File: src/rtl/wdt_pkg.sv
package wdt_pkg;

  localparam int unsigned NUM_PERIODS = 4;

  function automatic int unsigned max_of4(input int unsigned a, input int unsigned b,
                                          input int unsigned c, input int unsigned d);
    int unsigned m;
    m = a;
    if (b > m) m = b;
    if (c > m) m = c;
    if (d > m) m = d;
    return m;
  endfunction

  function automatic int unsigned bits_for(input int unsigned v);
    return (v < 2) ? 1 : $clog2(v + 1);
  endfunction

  function automatic int unsigned scaled_limit(input int unsigned base, input logic scale_on,
                                               input int unsigned mult);
    return scale_on ? base * mult : base;
  endfunction

  function automatic logic limit_reached(input int unsigned next_count, input int unsigned limit);
    return next_count >= limit;
  endfunction

endpackage

File: src/rtl/wdt_edge_sync.sv
module wdt_edge_sync #(
  parameter int unsigned STAGES = 2
) (
  input  logic clk,
  input  logic rst_n,
  input  logic async_in,
  output logic edge_o
);
  logic [STAGES-1:0] chain;
  logic              delayed;

  generate
    if (STAGES == 1) begin : g_single
      always_ff @(posedge clk or negedge rst_n) begin
        if (!rst_n) chain <= '0;
        else        chain <= async_in;
      end
    end else begin : g_multi
      always_ff @(posedge clk or negedge rst_n) begin
        if (!rst_n) chain <= '0;
        else        chain <= {chain[STAGES-2:0], async_in};
      end
    end
  endgenerate

  always_ff @(posedge clk or negedge rst_n) begin
    if (!rst_n) delayed <= 1'b0;
    else        delayed <= chain[STAGES-1];
  end

  assign edge_o = chain[STAGES-1] ^ delayed;
endmodule

File: src/rtl/wdt_prescaler.sv
module wdt_prescaler #(
  parameter int unsigned TICK_DIV = 5000
) (
  input  logic clk,
  input  logic rst_n,
  input  logic restart,
  output logic tick_o
);
  localparam int unsigned DIV_W = (TICK_DIV > 1) ? $clog2(TICK_DIV) : 1;
  localparam logic [DIV_W-1:0] LAST = DIV_W'(TICK_DIV - 1);

  logic [DIV_W-1:0] div_q;

  assign tick_o = (div_q == LAST) && !restart;

  always_ff @(posedge clk or negedge rst_n) begin
    if (!rst_n)                      div_q <= '0;
    else if (restart || div_q == LAST) div_q <= '0;
    else                             div_q <= div_q + 1'b1;
  end
endmodule

File: src/rtl/wdt_timeout_core.sv
module wdt_timeout_core #(
  parameter int unsigned CNT_W = 27,
  parameter bit CLEAR_ON_STROBE = 1'b1
) (
  input  logic             clk,
  input  logic             rst_n,
  input  logic             kick,
  input  logic             tick,
  input  logic [CNT_W-1:0] limit,
  output logic [CNT_W-1:0] elapsed,
  output logic             expired
);
  logic kick_accepted;
  logic reach;

  assign kick_accepted = kick && (!expired || CLEAR_ON_STROBE);
  assign reach = wdt_pkg::limit_reached(32'(elapsed) + 32'd1, 32'(limit));

  always_ff @(posedge clk or negedge rst_n) begin
    if (!rst_n) begin
      elapsed <= '0;
      expired <= 1'b0;
    end else if (kick_accepted) begin
      elapsed <= '0;
      expired <= 1'b0;
    end else if (tick && !expired) begin
      if (reach) expired <= 1'b1;
      else       elapsed <= elapsed + 1'b1;
    end
  end
endmodule

File: src/rtl/soft_watchdog.sv
module soft_watchdog #(
  parameter int unsigned TICK_DIV        = 5000,
  parameter int unsigned PERIOD0         = 43,
  parameter int unsigned PERIOD1         = 710,
  parameter int unsigned PERIOD2         = 11200,
  parameter int unsigned PERIOD3         = 179000,
  parameter int unsigned SCALE_MULT      = 500,
  parameter int unsigned SYNC_STAGES     = 2,
  parameter bit          CLEAR_ON_STROBE = 1'b1
) (
  input  logic       clk,
  input  logic       rst_n,
  input  logic       wdt_strobe,
  input  logic [1:0] period_sel,
  input  logic       scale_x500,
  output logic       wdt_expired
);
  localparam int unsigned MAX_LIMIT =
    wdt_pkg::max_of4(PERIOD0, PERIOD1, PERIOD2, PERIOD3) * SCALE_MULT;
  localparam int unsigned CNT_W = wdt_pkg::bits_for(MAX_LIMIT);
  localparam int unsigned BASE_TABLE [wdt_pkg::NUM_PERIODS] =
    '{PERIOD0, PERIOD1, PERIOD2, PERIOD3};

  logic             kick;
  logic             tick;
  logic [CNT_W-1:0] limit;
  logic [CNT_W-1:0] elapsed;
  int unsigned      base_sel;

  always_comb begin
    base_sel = BASE_TABLE[period_sel];
    limit    = CNT_W'(wdt_pkg::scaled_limit(base_sel, scale_x500, SCALE_MULT));
  end

  wdt_edge_sync #(.STAGES(SYNC_STAGES)) u_sync (
    .clk(clk), .rst_n(rst_n), .async_in(wdt_strobe), .edge_o(kick)
  );

  wdt_prescaler #(.TICK_DIV(TICK_DIV)) u_presc (
    .clk(clk), .rst_n(rst_n), .restart(kick), .tick_o(tick)
  );

  wdt_timeout_core #(.CNT_W(CNT_W), .CLEAR_ON_STROBE(CLEAR_ON_STROBE)) u_core (
    .clk(clk), .rst_n(rst_n), .kick(kick), .tick(tick), .limit(limit),
    .elapsed(elapsed), .expired(wdt_expired)
  );
endmodule

File: config.mk
export PLATFORM = sky130hd
export DESIGN_NAME = soft_watchdog
export DESIGN_NICKNAME = d
export VERILOG_FILES = /design/src/rtl/wdt_pkg.sv /design/src/rtl/wdt_edge_sync.sv /design/src/rtl/wdt_prescaler.sv /design/src/rtl/wdt_timeout_core.sv /design/src/rtl/soft_watchdog.sv
export SDC_FILE = /design/constraint.sdc
export NUM_CORES = 1
export LEC_CHECK = 0
export BUFFER_PORTS_ARGS = -buffer_cell sky130_fd_sc_hd__buf_2
export CAP_MARGIN = 10
export CORE_MARGIN = 3
export CORE_UTILIZATION = 39
export CTS_BUF_LIST = sky130_fd_sc_hd__clkbuf_16
export CTS_CLUSTER_DIAMETER = 150
export DETAILED_ROUTE_END_ITERATION = 16
export GPL_TIMING_DRIVEN = 0
export PLACE_DENSITY_LB_ADDON = 0.2
export SETUP_SLACK_MARGIN = 0.05
export SLEW_MARGIN = 30
export SYNTH_ARGS = -nofsm -noshare
export SYNTH_HDL_FRONTEND = slang
export SYNTH_SLANG_ARGS = --single-unit
File: constraint.sdc
create_clock -name clk -period 5.8 [get_ports clk]
set_input_delay 0.29 -clock clk [delete_from_list [all_inputs] [get_ports clk]]
set_output_delay 0.29 -clock clk [all_outputs]
set_load 0.005 [all_outputs]
==> impl_metrics.py, run 1 <==
metrics = {
    "final_layout": {
        "area_growth_pct": 8.55,
        "fin_nets": 531,
        "fin_cells": 606,
        "diodes": 0,
        "drive_above_1_share_pct": 8.25,
        "fin_util_pct": 44.1,
    },
    "global_route": {
        "antenna_found_initial": 0,
        "grt_usage_pct": 18.1,
        "grt_max_degree": 45,
        "grt_pass1_wl_mm": 16.8,
        "overflow": 0,
        "grt_pass1_vias": 3385,
    },
    "placed_design": {
        "portBuffers": 6,
        "place.gp.congestion": 0.885,
        "hpwl_mm": 7.44,
        "dp_cells": 600,
    },
    "critical_path": {
        "worst_path_max_delay_cell": "or4_1",
        "worst-setup-path-type": "in -> reg",
        "crit_fanout": 10,
        "crit_buf_inv": 4,
        "start_kind": "input port",
        "slowest_delay_ns": 0.58,
        "critical_path.cell_chain": "buf_2, inv_1, ha_1, nor2_1, fa_1, ha_1, a21o_1, ha_1, a21oi_1, o21ai_0, a211o_1, nand2_1, xnor2_1, nand2_1, ha_1, nand2_1, or4_1, a31oi_2, buf_2, buf_2, o311ai_0, o41ai_1",
        "crit_required_ns": 5.96,
        "end_kind": "flop",
        "path_delay_family": "adder cells",
        "critPathMostFrequentCell": "ha_1",
        "arrival_ns": 5.45,
    },
    "timing": {
        "rsz0062_at_grt": "no",
        "setup_viol_count_final": 0,
        "finalCritPeriodShare_pct": 91.2,
        "fin_crit_ns": 5.29,
        "clock_skew_ns": 0.00664,
        "max_clock_freq_mhz": 189,
        "worst_pin_slew_ns": 0.970,
        "slew_viol_final": 0,
        "relSlewSlack_pct": 34.5,
        "hold_viol_final": 7,
        "holdWs_ns": -0.0161,
    },
    "detailed_routing": {
        "vias": 3415,
        "vias_per_cell": 5.64,
        "dr.pass1.iters": 5,
        "ant_nets": 0,
        "drc": 0,
        "drt_iter0_markers": 340,
        "drt_wl_total_mm": 9.87,
        "wl_per_cell_um": 16.3,
    },
    "synth": {
        "async_flop_share_pct": 100,
        "yosysMostFrequentCell": "ha_1",
        "yosysTopAreaCell": "dfrtp_1",
        "ys_top_cells_by_count": "ha_1, dfrtp_1, nand2_1",
        "synthTopCellsByArea": "dfrtp_1, ha_1, xnor2_1",
        "synth_edf_count": 0,
        "ys_types": 60,
        "synthFlopType": "dfrtp_1",
        "synthCells": 460,
        "synth_top_area_share_pct": 27.4,
        "yosysSeqAreaShare_pct": 27.4,
        "avgSynthCellArea_um2": 8.72,
        "netlist_area_um2": 4010,
        "synth_seq_cells": 44,
        "yosysWarnings": 0,
    },
    "clocking": {
        "cts_tree": "built",
        "post-cts-setup-buffer-count": 0,
        "cts_buffer_depth": 2,
        "clockRootBuffer": "clkbuf_16",
        "clk_pin_slew_ns": 0.06,
        "numCtsBuffers": 5,
        "clk_latency_ns": 0.29,
        "cts_sinks": 44,
        "htree_levels": 2,
    },
    "pwr": {
        "power.density_nw_per_um2": 162,
        "ir_worst_vdd_v": 0.000127,
        "p_total_w": 0.000706,
        "power.leakage_nw": 2.00,
    },
    "die": {
        "io_pins": 7,
        "row_count": 36,
        "dieArea_um2": 11500,
        "start_util_pct": 40.7,
        "die_x_um": 107,
        "die_height_um": 107,
        "core-area_um2": 9860,
    },
    "outcome": {
        "status": "finished with violations",
        "violations": "hold timing",
    },
    "flow_run": {
        "maxCapViolations": 0,
    },
    "worst_hold_path": {
        "hp-class": "in -> async",
    },
}
[path summary, 6_finish.rpt]
kind | start | cells past startpoint | slack (ns) | end
min reg2reg | u_sync.chain[0]$_DFF_PN0_ | 0 | 0.35 | u_sync.chain[1]$_DFF_PN0_
max reg2reg | u_core.elapsed[0]$_DFFE_PN0P_ | 13 | 1.57 | u_core.elapsed[3]$_DFFE_PN0P_
min in group clk | wdt_strobe | 1 | 0.11 | u_sync.chain[0]$_DFF_PN0_
min | rst_n | 1 | -0.02 | u_core.elapsed[11]$_DFFE_PN0P_
max | period_sel[1] | 22 | 0.51 | u_core.elapsed[3]$_DFFE_PN0P_
max in group asynchronous | rst_n | 1 | 5.39 | u_presc.div_q[8]$_DFF_PN0_
[final cells by class]
cell class                      instances  area [um^2]
Fill cell                             986         5510
Tap cell                              133          166
Inverter                               14         52.6
Timing Repair Buffer                    6         32.5
Buffer                                 20          114
Clock inverter                          2         12.5
Multi-Input combinational cell        382         2750
Sequential cell                        44         1100
Clock buffer                            5          125
[per-layer routing]
metal,vias up,share of wire [%],GRT usage [%]
met5,-,0,0
met4,0,2.1,5.14
met3,15,2.8,1.92
met2,66,46,29.9
met1,1623,49,25.0
li1,1711,-,-
[power by group]
group / total [W] / leakage, nW / internal [W] / switching, W
registers: 0.000315 / 0.605 / 0.000311 / 0.00000392
logic: 0.000114 / 1.33 / 0.0000431 / 0.0000704
clock network: 0.000277 / 0.0657 / 0.000156 / 0.000120
total: 0.000706 / 2.00 / 0.000511 / 0.000195
[placed cells by master (no fill, tap or decap), types with 2 or more instances in the layout]
master	Yosys	final
nand2_1	42	42
inv_1	14	14
or3_1	8	8
a21oi_1	35	35
clkbuf_1	9	8
ha_1	51	51
o41ai_1	5	5
o21ai_0	16	16
buf_2	6	11
or4_1	12	12
nand3_1	19	19
dfrtp_1	44	44
nor4_1	4	4
xor2_1	20	20
nor3_1	8	8
mux2i_1	6	6
conb_1	1	2
o31ai_1	9	9
xnor2_1	23	23
nand4b_1	2	2
a21o_1	5	5
and2_1	7	7
nand2b_1	14	14
nor2b_1	2	2
or2_2	3	3
clkbuf_16	0	5
o21ai_1	2	2
and4_1	2	2
o311ai_0	5	5
nand4_1	18	18
and3_1	12	12
buf_4	1	2
buf_6	2	2
nor2_1	25	25
[flip-flops by register name, summed over array words and instances, names as in the netlist]
register	count
u_presc.div_q	13
u_core.elapsed	27
u_sync.chain	2
u_core.expired	1
u_sync.delayed	1
[repair_timing]
action	4_1_cts	5_1_grt
resized for setup	0	1
hold buffers	0	0
setup endpoints to repair	0	18
[worst register-to-register path, cell delays in order, from the launching register on]
cell	delay [ns]
dfrtp_1	0.42
ha_1	0.32
nand4_2	0.22
nor4_4	0.51
nand4_1	0.22
xnor2_1	0.20
ha_1	0.29
nand3_1	0.10
or4_1	0.55
a31oi_2	0.40
buf_2	0.30
buf_2	0.29
o311ai_0	0.18
o41ai_1	0.12
[cell families (layout without fill, tap and decap cells)]
logic type                 after synthesis  count (layout)  share of synthesized area (%)
xor gates and xnor gates                43              43                           9.39
DFF                                     44              44                           27.4
and+or+nand+nor                        189             189                           26.7
buffers and inverters                   35              47                           4.24
adders and majority gates               52              52                           16.4
AOI/OAI and AO/OA                       89              89                           13.9
muxes                                    7               7                           1.78
other                                    1               2                         0.0935
[metrics by stage]
step / instance area (um^2) / setup TNS, ns / hold slack (ns) / setup WS [ns]
floorplan: 4020 / 0 / -0.00559 / 1.22
global placement: 4210 / 0 / 0.339 / 0.00997
detailed placement: 4210 / -0.0288 / 0.340 / -0.0223
CTS: 4350 / 0 / 0.0346 / 0.227
global route: 4350 / 0 / 0.0385 / 0.179
finish: 4350 / 0 / -0.0161 / 0.513
Note: power is estimated with default switching activity, not from simulation.
==> run 2, diff against run 1 <==
Settings changed: GPL_TIMING_DRIVEN 0 to 1, REMOVE_ABC_BUFFERS from default to 1.
==> impl_metrics.py, run 2 (synthesis gave the netlist of run 1 again) <==
metrics = {
    "final_layout": {
        "nFillCells": 966,
        "fin_nets": 515,
        "largest_reg_flops": 27,
        "drive_above_1_share_pct": 7.21,
        "fin_util_pct": 43.7,
        "regArea_um2": 1100,
        "multiInputGateArea_um2": 2760,
        "area_growth_pct": 7.52,
        "top_register": "u_core.elapsed",
        "diodes": 0,
        "layout_common_cells": "ha_1, dfrtp_1, nand2_1",
        "mostFrequentLayoutCell": "ha_1",
        "fin_cells": 591,
        "largest_registers": "u_core.elapsed (27), u_presc.div_q (13), u_sync.chain (2)",
    },
    "pwr": {
        "p_switching_w": 0.000202,
        "p_sw_share_pct": 26.6,
        "clockPowerShare_pct": 44.0,
        "ir_worst_vdd_v": 0.000120,
        "seqPwrFrac_pct": 41.4,
        "power.leakage_nw": 1.96,
        "p_total_w": 0.000762,
        "p_int_w": 0.000559,
        "pwr-share-comb_pct": 14.6,
        "power.density_nw_per_um2": 177,
    },
    "placed_design": {
        "portBuffers": 6,
        "preCtsSetupSlack_ns": 0.751,
        "dp_cells": 583,
        "place.gp.congestion": 0.860,
        "hpwl_mm": 6.72,
    },
    "global_route": {
        "grt_max_degree": 52,
        "grt_usage_pct": 17.1,
        "grt_pass1_wl_mm": 16.1,
        "antenna_found_initial": 0,
        "grt_pass1_vias": 3273,
        "overflow": 0,
    },
    "critical_path": {
        "slowest_delay_ns": 0.56,
        "timing.reg2reg.setup_slack_ns": 1.66,
        "r2r_end": "u_core.elapsed[1]$_DFFE_PN0P_",
        "critical_path.cell_chain": "buf_2, inv_1, ha_1, nor2_1, fa_1, ha_1, a21o_1, ha_1, a21oi_1, o21ai_0, a211o_1, nand2_1, xnor2_1, nand2_1, ha_1, a21oi_1, o21ai_0, a2bb2oi_1, buf_4, nand3_4, or3b_2, a21oi_2",
        "start_kind": "input port",
        "critPathMostFrequentCell": "ha_1",
        "arrival_ns": 4.97,
        "crit_required_ns": 6.02,
        "r2r_start": "u_core.elapsed[0]$_DFFE_PN0P_",
        "path_delay_family": "adder cells",
        "end_kind": "flop",
        "worst_path_max_delay_cell": "or3b_2",
        "crit_fanout": 31,
        "crit_buf_inv": 3,
        "worst-setup-path-type": "in -> reg",
        "reg2reg_depth": 12,
    },
    "die": {
        "row_count": 36,
        "die_height_um": 107,
        "start_util_pct": 40.7,
        "dieArea_um2": 11500,
        "io_pins": 7,
        "die_x_um": 107,
        "core-area_um2": 9860,
    },
    "worst_hold_path": {
        "hp-class": "in -> async",
    },
    "timing": {
        "max_clock_freq_mhz": 210,
        "holdWs_ns": -0.0124,
        "setup_viol_count_final": 0,
        "rsz0062_at_grt": "no",
        "setup_slack_ns": 1.05,
        "tns_ns": 0,
        "worst_pin_slew_ns": 0.795,
        "hold_viol_final": 4,
        "slew_viol_final": 0,
        "clock_skew_ns": 0.00428,
        "fin_crit_ns": 4.75,
        "finalCritPeriodShare_pct": 81.9,
        "relSlewSlack_pct": 46.3,
    },
    "clocking": {
        "clockRootBuffer": "clkbuf_16",
        "cts_hold_buf": 0,
        "cts-resized-gates": 0,
        "clk_latency_ns": 0.29,
        "post-cts-setup-buffer-count": 0,
        "cts_sinks": 44,
        "clk_pin_slew_ns": 0.06,
        "numCtsBuffers": 5,
        "cts_buffer_depth": 2,
        "cts_tree": "built",
        "htree_levels": 2,
    },
    "detailed_routing": {
        "drt_wl_total_mm": 9.22,
        "ant_nets": 0,
        "dr.pass1.iters": 4,
        "drc": 0,
        "drt_iter0_markers": 183,
        "vias": 3320,
        "vias_per_cell": 5.62,
        "wl_per_cell_um": 15.6,
    },
    "outcome": {
        "violations": "hold timing",
        "status": "finished with violations",
    },
    "flow_run": {
        "maxCapViolations": 0,
    },
}
run 2: routing by layer:
| metal | global-route usage, % | vias up | part of all wire [%] | routed length, um |
|---|---|---|---|---|
| li1 | - | 1681 | - | - |
| met4 | 3.07 | 0 | 0.65 | 60 |
| met2 | 28.2 | 35 | 48 | 4470 |
| met1 | 24.2 | 1599 | 49 | 4490 |
| met5 | 0 | - | 0 | 0 |
| met3 | 2.10 | 5 | 2.2 | 201 |
run 2: through the flow:
step / hold WS (ns) / area (um^2)
2_1_floorplan: -0.00559 / 3900
3_3_place_gp: 0.332 / 4140
3_5_place_dp: 0.337 / 4140
4_1_cts: 0.0325 / 4310
5_1_grt: 0.0543 / 4310
6_report: -0.0124 / 4310
run 2: worst max-delay path by stage:
| stage | cells after the start | end | from | slack [ns] |
|---|---|---|---|---|
| 3_5_place_dp | 22 | u_core.elapsed[1]$_DFFE_PN0P_ | period_sel[1] | 0.75 |
| 6_report | 22 | u_core.elapsed[1]$_DFFE_PN0P_ | period_sel[1] | 1.05 |
| 4_1_cts | 22 | u_core.elapsed[1]$_DFFE_PN0P_ | period_sel[1] | 1.05 |
| 3_3_place_gp | 22 | u_core.elapsed[1]$_DFFE_PN0P_ | period_sel[1] | 0.88 |
| 5_1_grt | 21 | u_core.elapsed[5]$_DFFE_PN0P_ | period_sel[1] | 0.68 |
| 2_1_floorplan | 19 | u_core.elapsed[5]$_DFFE_PN0P_ | period_sel[1] | 0.06 |
run 2: power by group through the flow:
stage                     Clock (W)  Combinational, W  Sequential [W]
after floorplan                   0         0.0000778        0.000320
after global placement            0          0.000110        0.000321
after detailed placement          0          0.000114        0.000321
after CTS                  0.000343          0.000114        0.000315
after global routing       0.000354          0.000130        0.000316
final                      0.000335          0.000112        0.000315
run 2: area by class of cell:
cell class / instances / area share, %
clock buffer: 5 / 2.90
clock inverter: 3 / 1.07
inverter: 14 / 1.22
multi-input combinational: 382 / 64.0
sequential: 44 / 25.5
tap: 133 / 3.86
timing repair buffer: 10 / 1.45
